## config.mk

```make
export PLATFORM = sky130hd
export DESIGN_NAME = padstrip_rx_filter
export DESIGN_NICKNAME = d
export VERILOG_FILES = /design/src/rtl/rxps_pkg.sv /design/src/rtl/rxps_len_probe.sv /design/src/rtl/rxps_seq.sv /design/src/rtl/rxps_emit.sv /design/src/rtl/padstrip_rx_filter.sv
export SDC_FILE = /design/constraint.sdc
export NUM_CORES = 1
export LEC_CHECK = 0
export BUFFER_PORTS_ARGS = -buffer_cell sky130_fd_sc_hd__buf_2
export CORE_ASPECT_RATIO = 0.5
export CORE_MARGIN = 1
export CORE_UTILIZATION = 53
export DETAILED_ROUTE_END_ITERATION = 8
export GPL_TIMING_DRIVEN = 0
export PLACE_DENSITY = 0.83
export SLEW_MARGIN = 20
export SYNTH_ARGS = -nofsm -noshare
export SYNTH_HDL_FRONTEND = slang
export SYNTH_SLANG_ARGS = --single-unit
```

## constraint.sdc

```tcl
create_clock -name clk -period 7.2 [get_ports clk]
set_clock_uncertainty 0.2 [all_clocks]
set_input_delay 0.72 -clock clk [delete_from_list [all_inputs] [get_ports clk]]
set_output_delay 0.72 -clock clk [all_outputs]
set_load 0.1 [all_outputs]
```

## src/rtl/rxps_pkg.sv

```systemverilog
package rxps_pkg;
    typedef enum logic [2:0] {
        ST_IDLE,
        ST_HEADER,
        ST_TRIM,
        ST_THRU,
        ST_SKIP
    } rxps_state_e;
endpackage

```

## src/rtl/rxps_len_probe.sv

```systemverilog
module rxps_len_probe #(
    parameter int MIN_DATA = 46
) (
    input  logic        clk,
    input  logic        rst_n,
    input  logic        cap_hi,
    input  logic [7:0]  in_data,
    input  logic        strip_frame,
    output logic [15:0] len_val,
    output logic        trim_req
);
    logic [7:0] hi_q;

    always_ff @(posedge clk) begin
        if (!rst_n)      hi_q <= '0;
        else if (cap_hi) hi_q <= in_data;
    end

    // Most significant byte was captured one byte earlier.
    assign len_val  = {hi_q, in_data};
    assign trim_req = strip_frame && (len_val < 16'(MIN_DATA));
endmodule

```

## src/rtl/rxps_seq.sv

```systemverilog
module rxps_seq
    import rxps_pkg::*;
#(
    parameter int HDR_LEN  = 14,
    parameter int MIN_DATA = 46
) (
    input  logic        clk,
    input  logic        rst_n,
    input  logic        strip_en,
    input  logic        in_valid,
    input  logic        in_sof,
    input  logic        in_eof,
    input  logic [15:0] len_val,
    input  logic        trim_req,
    output logic        cap_hi,
    output logic        strip_frame,
    output logic        emit,
    output logic        emit_eof
);
    localparam int HIDX_W = $clog2(HDR_LEN);
    localparam int REM_W  = $clog2(MIN_DATA);
    localparam logic [HIDX_W-1:0] LAST_HDR = HIDX_W'(HDR_LEN - 1);
    localparam logic [HIDX_W-1:0] HI_IDX   = HIDX_W'(HDR_LEN - 2);

    rxps_state_e       state_q, state_d, cur;
    logic [HIDX_W-1:0] idx_q, idx_d, idx_c;
    logic [REM_W-1:0]  rem_q, rem_d;
    logic              strip_q, strip_d;

    always_ff @(posedge clk) begin
        if (!rst_n) begin
            state_q <= ST_IDLE;
            idx_q   <= '0;
            rem_q   <= '0;
            strip_q <= 1'b0;
        end else begin
            state_q <= state_d;
            idx_q   <= idx_d;
            rem_q   <= rem_d;
            strip_q <= strip_d;
        end
    end

    always_comb begin
        cur         = (in_valid && in_sof) ? ST_HEADER : state_q;
        idx_c       = (in_valid && in_sof) ? '0 : idx_q;
        strip_frame = (in_valid && in_sof) ? strip_en : strip_q;
        state_d     = state_q;
        idx_d       = idx_q;
        rem_d       = rem_q;
        strip_d     = strip_q;
        cap_hi      = 1'b0;
        emit        = 1'b0;
        emit_eof    = 1'b0;
        if (in_valid) begin
            unique case (cur)
                ST_IDLE: ;
                ST_HEADER: begin
                    emit    = 1'b1;
                    strip_d = strip_frame;
                    cap_hi  = (idx_c == HI_IDX);
                    if (idx_c == LAST_HDR) begin
                        if (!trim_req) begin
                            state_d = ST_THRU;
                        end else if (len_val == 16'd0) begin
                            emit_eof = 1'b1;
                            state_d  = ST_SKIP;
                        end else begin
                            rem_d   = len_val[REM_W-1:0];
                            state_d = ST_TRIM;
                        end
                    end else begin
                        idx_d   = idx_c + 1'b1;
                        state_d = ST_HEADER;
                    end
                end
                ST_TRIM: begin
                    emit  = 1'b1;
                    rem_d = rem_q - 1'b1;
                    if (rem_q == REM_W'(1)) begin
                        emit_eof = 1'b1;
                        state_d  = ST_SKIP;
                    end
                end
                ST_THRU: emit = 1'b1;
                ST_SKIP: ;
            endcase
            if (in_eof) begin
                emit_eof = emit;
                state_d  = ST_IDLE;
            end
        end
    end

    // a payload countdown never sits at zero
    p_trim_nonzero_r5: assert property (@(posedge clk) disable iff (!rst_n)
        (state_q == ST_TRIM) |-> (rem_q != '0));
    // header index stays inside the header
    p_hdr_index_r4: assert property (@(posedge clk) disable iff (!rst_n)
        (state_q == ST_HEADER) |-> (idx_q <= LAST_HDR));
    // discarding only happens in a frame that sampled stripping on
    p_skip_needs_strip_r11: assert property (@(posedge clk) disable iff (!rst_n)
        (state_q == ST_SKIP) |-> strip_q);
endmodule

```

## src/rtl/rxps_emit.sv

```systemverilog
module rxps_emit #(
    parameter int CNT_W = 16
) (
    input  logic             clk,
    input  logic             rst_n,
    input  logic             emit,
    input  logic             emit_eof,
    input  logic             in_sof,
    input  logic [7:0]       in_data,
    output logic             out_valid,
    output logic [7:0]       out_data,
    output logic             out_sof,
    output logic             out_eof,
    output logic [CNT_W-1:0] out_count
);
    logic [CNT_W-1:0] cnt_q;
    logic [CNT_W-1:0] base;

    assign base = in_sof ? '0 : cnt_q;

    always_ff @(posedge clk) begin
        if (!rst_n) begin
            out_valid <= 1'b0;
            out_data  <= '0;
            out_sof   <= 1'b0;
            out_eof   <= 1'b0;
            out_count <= '0;
            cnt_q     <= '0;
        end else begin
            out_valid <= emit;
            out_sof   <= emit && in_sof;
            out_eof   <= emit && emit_eof;
            if (emit) begin
                out_data <= in_data;
                if (emit_eof) begin
                    out_count <= base + 1'b1;
                    cnt_q     <= '0;
                end else begin
                    cnt_q <= base + 1'b1;
                end
            end
        end
    end

    // a closed frame always reports at least one byte
    p_count_nonzero_r8: assert property (@(posedge clk) disable iff (!rst_n)
        out_eof |-> (out_count != '0));
endmodule

```

## src/rtl/padstrip_rx_filter.sv

```systemverilog
module padstrip_rx_filter #(
    parameter int HDR_LEN  = 14,
    parameter int MIN_DATA = 46,
    parameter int CNT_W    = 16
) (
    input  logic             clk,
    input  logic             rst_n,
    input  logic             strip_en,
    input  logic             in_valid,
    input  logic [7:0]       in_data,
    input  logic             in_sof,
    input  logic             in_eof,
    output logic             out_valid,
    output logic [7:0]       out_data,
    output logic             out_sof,
    output logic             out_eof,
    output logic [CNT_W-1:0] out_count
);
    logic [15:0] len_val;
    logic        trim_req, cap_hi, strip_frame, emit, emit_eof;

    rxps_len_probe #(.MIN_DATA(MIN_DATA)) u_probe (
        .clk(clk), .rst_n(rst_n), .cap_hi(cap_hi), .in_data(in_data),
        .strip_frame(strip_frame), .len_val(len_val), .trim_req(trim_req)
    );

    rxps_seq #(.HDR_LEN(HDR_LEN), .MIN_DATA(MIN_DATA)) u_seq (
        .clk(clk), .rst_n(rst_n), .strip_en(strip_en), .in_valid(in_valid),
        .in_sof(in_sof), .in_eof(in_eof), .len_val(len_val), .trim_req(trim_req),
        .cap_hi(cap_hi), .strip_frame(strip_frame), .emit(emit), .emit_eof(emit_eof)
    );

    rxps_emit #(.CNT_W(CNT_W)) u_emit (
        .clk(clk), .rst_n(rst_n), .emit(emit), .emit_eof(emit_eof),
        .in_sof(in_sof), .in_data(in_data), .out_valid(out_valid),
        .out_data(out_data), .out_sof(out_sof), .out_eof(out_eof),
        .out_count(out_count)
    );

    // an output byte implies an input byte one clock earlier
    p_follows_input_r2: assert property (@(posedge clk) disable iff (!rst_n)
        out_valid |-> $past(in_valid));
    // forwarded value is unchanged
    p_data_intact_r2: assert property (@(posedge clk) disable iff (!rst_n)
        out_valid |-> (out_data == $past(in_data)));
    // a start marker on the output came from a start marker on the input
    p_sof_source_r12: assert property (@(posedge clk) disable iff (!rst_n)
        out_sof |-> $past(in_sof && in_valid));
endmodule

```

[Yosys cells after proc, flatten, opt, wreduce, memory -nomap -nowiden]
Cells that the tools add are included.
Storage, ports and cells
  memories: 0
  bits of input ports: 14
  bits in read-only memories: 0
  word-level logic and storage cells: 65
  RAM bits: 0
  flip-flop bits (word level): 65
  latch bits: 0
  output and inout bits: 27
Cells by class
  add/subtract/negate cells: 3
  divide/modulo/power cells: 0
  bitwise gates (word level): 1
  shift operators: 0
  multipliers: 0
  mux-type cells: 26
  order comparisons: 1
  reductions and logical operators: 13
  eq/ne operators: 10
Operators with widths (count)
  $mux W16: 2
  $mux W3: 6
  $mux W6: 3
  $add A16 B1 Y16 const B: 1
  $logic_not A16 Y1: 1
  $lt A16 B6 Y1 const B: 1
  $pmux W6 S2: 1
  $mux W1: 11
  $eq A4 B4 Y1 const B: 2
  $eq A3 B2 Y1 const B: 2
  $eq A6 B1 Y1 const B: 1
  $pmux W3 S2: 1
  $reduce_and A3 Y1: 2
  $sub A6 B1 Y6 const B: 1
  $reduce_and A5 Y1: 1
  $add A4 B1 Y4 const B: 1
  $logic_and A1 B1 Y1: 4
  $mux W4: 1
  $ne A2 B1 Y1 const B: 2
  $reduce_and A2 Y1: 2
  $eq A3 B1 Y1 const B: 1
  $ne A3 B2 Y1 const B: 1
  $reduce_bool A3 Y1: 1
  $reduce_or A3 Y1: 1
  other kinds (4): 4

[Longest topological paths before layout]
  depth after elaboration: 9
  mapped depth: 12
  mapped depth without buffers: 8

[Cells and area by module]
Synthesis repeated with hierarchy kept, for this count alone.
Unflattened totals
  cells, all modules: 412
  area total of the unflattened synthesis: 3493.4 sq um
By module, submodules not included
  rxps_emit: area each 2087.0 sq um, cells an instance 251, times used 1
  rxps_seq: area each 999.7 sq um, cells an instance 123, times used 1
  rxps_len_probe: area each 406.6 sq um, cells an instance 38, times used 1

[Least setup slack after synthesis]
Ideal clock, no wire load.
  path type: input -> register
  from: in in_sof
  to: reg u_emit.out_count[13]
  stages on the path: 10
  data arrival time: 2697 ps
  path slack: 4175 ps
  required time: 6872 ps
  library setup time: 128 ps
  cells stage by stage: clkbuf_1 > nand2_1 > and2_1 > ha_1 > nand4_1 > nor2_1 > a22oi_2 > clkbuf_1 > mux2i_1 > nor2_1
On the way
  cells in the longest elaborated chain, start to end: 9
  elaborated cells on any way between the ends: 20
  classes of those cells: 1 x add/sub; 4 x eq/ne; 11 x mux; 4 x reduce/logical
RTL lines
  from (decl): RTL line padstrip_rx_filter.sv:11  | input logic in_sof,
  $logic_and A1 B1 Y1: RTL line rxps_seq.sv:45, rxps_seq.sv:46, rxps_seq.sv:47
  $mux W1: RTL line rxps_seq.sv:47  | strip_frame = (in_valid && in_sof) ? strip_en : strip_q;
  $logic_and A1 B1 Y1: RTL line rxps_len_probe.sv:21  | assign trim_req = strip_frame && (len_val < 16'(MIN_DATA));
  $mux W1: RTL line rxps_seq.sv:63  | if (!trim_req) begin
  $mux W1: RTL line rxps_seq.sv:62  | if (idx_c == LAST_HDR) begin
  $pmux W1 S2: RTL line rxps_seq.sv:56  | unique case (cur)
  $mux W1: RTL line rxps_seq.sv:88  | if (in_eof) begin
  $mux W1: RTL line rxps_seq.sv:55  | if (in_valid) begin
  $reduce_and A2 Y1 (no source line)
  to (signal assigned): RTL line rxps_emit.sv:36  | out_count <= base + 1'b1;
  to (decl): RTL line rxps_emit.sv:14  | output logic [CNT_W-1:0] out_count
Several ways; a longest one is shown, not always the timed one.
A chain may end at the register's enable or synchronous reset.

[Worst setup path after layout]
  from: in in_sof
  to: reg u_emit.cnt_q[6]
On the way
  cells in the longest elaborated chain, start to end: 9
  elaborated cells on any way between the ends: 20
  classes of those cells: 1 x add/sub; 4 x eq/ne; 12 x mux; 3 x reduce/logical
RTL lines
  parallel branches: the longest is 9 deep, another holds $add A16 B1 Y16
  to (signal assigned): RTL line rxps_emit.sv:39  | cnt_q <= base + 1'b1;
  to (decl): RTL line rxps_emit.sv:16  | logic [CNT_W-1:0] cnt_q;
Parallel ways; which one is timed is not known.

==> flow_summary_export.csv <==
group,metric,value,unit
run_status,status,"finished, final reports clean",
yosys,yosysWarnings,0,
yosys,yosysTopAreaCell,"dfxtp_1",
finish,finalInstanceArea,3750,um^2
placed_design,placed_area,3430,um^2
floorplan,die-area,6260,um^2
clock_network,post_cts_buffers,0,
yosys,synth-edff-count,0,
timing,worst_pin_slew,1.01,ns
floorplan,die_w,111,um
worst_hold_path,hold_class,"reg2reg",
yosys,yosys.area.top_type_share,41.4,%
placed_design,dp_hpwl,5290,um
worst_hold_path,holdPathStages,2,
worst_setup_path,crit_fanout,10,
finish,fillers,449,
timing,final_max_slew_viol_count,0,
worst_setup_path,cp-start-kind,"input pin",
yosys,synth.net_count,396,
global_routing,grt_pass1_wl,12800,um
timing,max_freq,289,MHz
yosys,synth_common_cells,"65 x dfxtp_1, 49 x nand2_1, 43 x nor2_1, 27 x nand3_1, 25 x mux2i_1",
clock_network,path_clk_slew,0.05,ns
power_and_ir_drop,p_leak,1.66,nW
clock_network,cts-resized-gates,0,
clock_network,cts_tree,"done",
run,max_cap_violations,0,
yosys,netlist_instances,376,
clock_network,cts_sinks,65,
global_routing,grt_pass1_vias,2647,
timing,max_slew_margin,31.7,%
worst_setup_path,reg2reg_from,"u_probe.hi_q[7]$_SDFFE_PN0P_",
clock_network,worstSkewPairLatency,0.32,ns
clock_network,root_buffer,"clkbuf_16",
timing,hold_ws,0.252,ns
timing,rsz0062_at_grt,"false",
route,drtPass1Iterations,7,
worst_setup_path,r2r_cells,7,
route,wl,7780,um
worst_setup_path,worst-setup-path-type,"in2reg",
power_and_ir_drop,power.density,247,nW/um^2
floorplan,die_y,56.4,um
yosys,synth-seq-area-share,41.4,%
power_and_ir_drop,vdd_ir_drop_max,123,uV
yosys,ys_seq_elements,65,
placed_design,numPortBuffers,40,
floorplan,boundaryPins,41,
yosys,yosysMostFrequentCell,"dfxtp_1",
worst_setup_path,crit_end,"u_emit.cnt_q[6]$_SDFFE_PN0P_",
global_routing,antenna_found_initial,0,
route,drtAntennaViolNets,0,
route,num_vias,2938,
route,viasPerCell,5.82,
global_routing,grt_overflow,0,
global_routing,grt_use_total,26.2,%
yosys,synth_area,3140,um^2
floorplan,core,5590,um^2
placed_design,routabilityCongestion,0.894,
timing,fin_crit_sh,48.0,%
yosys,avgSynthCellArea,8.35,um^2
worst_setup_path,r2r_setup_slack,4.37,ns
route,wl_per_cell,15.4,um
floorplan,start_util,56.2,%
global_routing,grt_max_degree,12,
worst_setup_path,reg2reg_to,"u_emit.out_count[6]$_SDFFE_PN0P_",
clock_network,htreeDepth,3,
finish,syn_to_final_growth,19.5,%
route,drc,0,
clock_network,cts_buffers,9,
timing,period_needed,3.46,ns
finish,drive_gt1_share,15.0,%
route,drtIter0Drc,182,
worst_setup_path,cp.arrival,3.50,ns
worst_setup_path,cp.required,7.25,ns
yosys,ys.flop_type,"dfxtp_1",
timing,hold_violations,0,
floorplan,fp-row-count,19,
yosys,synthTopCellsByArea,"dfxtp_1 41%, mux2i_1 8.0%, nand2_1 5.9%",
worst_setup_path,end_kind,"register",
clock_network,clockBufferDepth,2,
finish,antenna_cells,0,
finish,nNetsFinal,447,
yosys,postSynth.asyncResetShare,0,%
timing,finalSetupViolCount,0,
yosys,synth_cell_types,50,
worst_setup_path,crit_path_start,"in_sof",
clock_network,hold_buffers,0,
timing,fin_tns_setup,0,ns
==> report_power, final <==
part           leakage [nW]  switching, W  internal (W)
Sequential            0.526    0.00000331      0.000366
Clock                 0.159      0.000156      0.000312
Combinational         0.976     0.0000689     0.0000201
==> cell usage in the layout, fill, tap and decap left out, drive strengths merged, types with 2 or more instances in the layout <==
master  synthesis  final
o21ai           8      8
a22oi           3      3
and2            4      4
nor2b          10     10
or4             5      5
ha              6      6
clkbuf         16     27
nand3b          2      2
nor3            9      9
mux2i          25     25
a31oi           6      6
a211oi          3      3
nor4            4      4
a41o            2      2
nor3b           2      2
nand2          49     49
nand2b          6      6
xor2            3      3
inv             8      8
dfxtp          65     65
o31a            2      2
buf             3     43
nand3          27     27
bufinv          0      2
nand4           5      5
o41ai           2      2
and3            8      8
clkinv          1      4
a21o            2      2
a21oi          25     25
a211o           2      2
nor2           43     43
xnor2           8      8
==> final cells by class <==
cell class              instances  area, um^2  area share [%]
repair buffers                 40         200            5.33
clock buffers                  11         243            6.47
inverters                       9        33.8           0.900
multi-input cells             283        1730            46.1
clock inverters                 5        78.8            2.10
well taps                      73        91.3            2.43
flip-flops and latches         65        1300            34.7
plain buffers                  19        73.8            1.97
==> state kept, by name, summed over array words and instances, names as in the netlist <==
signal            count
u_emit.cnt_q         16
u_emit.out_count     16
u_emit.out_data       8
u_emit.out_eof        1
u_emit.out_sof        1
u_emit.out_valid      1
u_probe.hi_q          8
u_seq.idx_q           4
u_seq.rem_q           6
u_seq.state_q         3
u_seq.strip_q         1
==> worst min path at each step <==
stage	start	endpoint	slack, ns
floorplan	u_emit.cnt_q[14]$_SDFFE_PN0P_	u_emit.cnt_q[14]$_SDFFE_PN0P_	0.24
global placement	u_emit.out_data[3]$_SDFFE_PN0P_	u_emit.out_data[3]$_SDFFE_PN0P_	0.24
detailed placement	u_emit.out_data[3]$_SDFFE_PN0P_	u_emit.out_data[3]$_SDFFE_PN0P_	0.24
CTS	u_emit.out_data[3]$_SDFFE_PN0P_	u_emit.out_data[3]$_SDFFE_PN0P_	0.25
global route	u_emit.out_data[3]$_SDFFE_PN0P_	u_emit.out_data[3]$_SDFFE_PN0P_	0.27
finish	u_emit.out_data[3]$_SDFFE_PN0P_	u_emit.out_data[3]$_SDFFE_PN0P_	0.25
==> per-layer routing <==
metal / track usage [%] / wire, um
met5: 0 / 0
met1: 34.5 / 3590
met3: 6.80 / 466
met2: 41.5 / 3610
met4: 10.1 / 109
==> per-stage QoR <==
step                      util, %  setup slack, ns  std cells  total power, W
final                        67.2             3.74        505        0.000926
after detailed placement     61.4             3.50        489        0.000463
after CTS                    67.2             3.80        505        0.000923
after global placement       61.4             3.56        489        0.000462
after global routing         67.2             3.48        505        0.000952
after floorplan                 -             4.18        376        0.000441
==> critical path, cell delays in order <==
cell and delay (ns):
buf_2 0.10, clkbuf_1 0.39, nand2_1 0.32, and2_1 0.29
ha_1 0.23, nand4_1 0.18, nor2_1 0.12, a22oi_2 0.32
clkbuf_1 0.46, nand3_1 0.15, a31oi_1 0.20
==> logic make-up (layout without fill, tap and decap cells) <==
family	Yosys count	in the layout	share of synthesized area (%)
flip-flops	65	65	41.4
buffers and inverters	28	84	3.43
adder cells (fa/ha/maj)	6	6	2.39
AO/OA/AOI/OAI	63	63	13.6
AND/OR/NAND/NOR	177	177	27.7
multiplexers	26	26	8.33
XOR/XNOR	11	11	3.07
No activity file was read; power rests on OpenSTA's default activity.
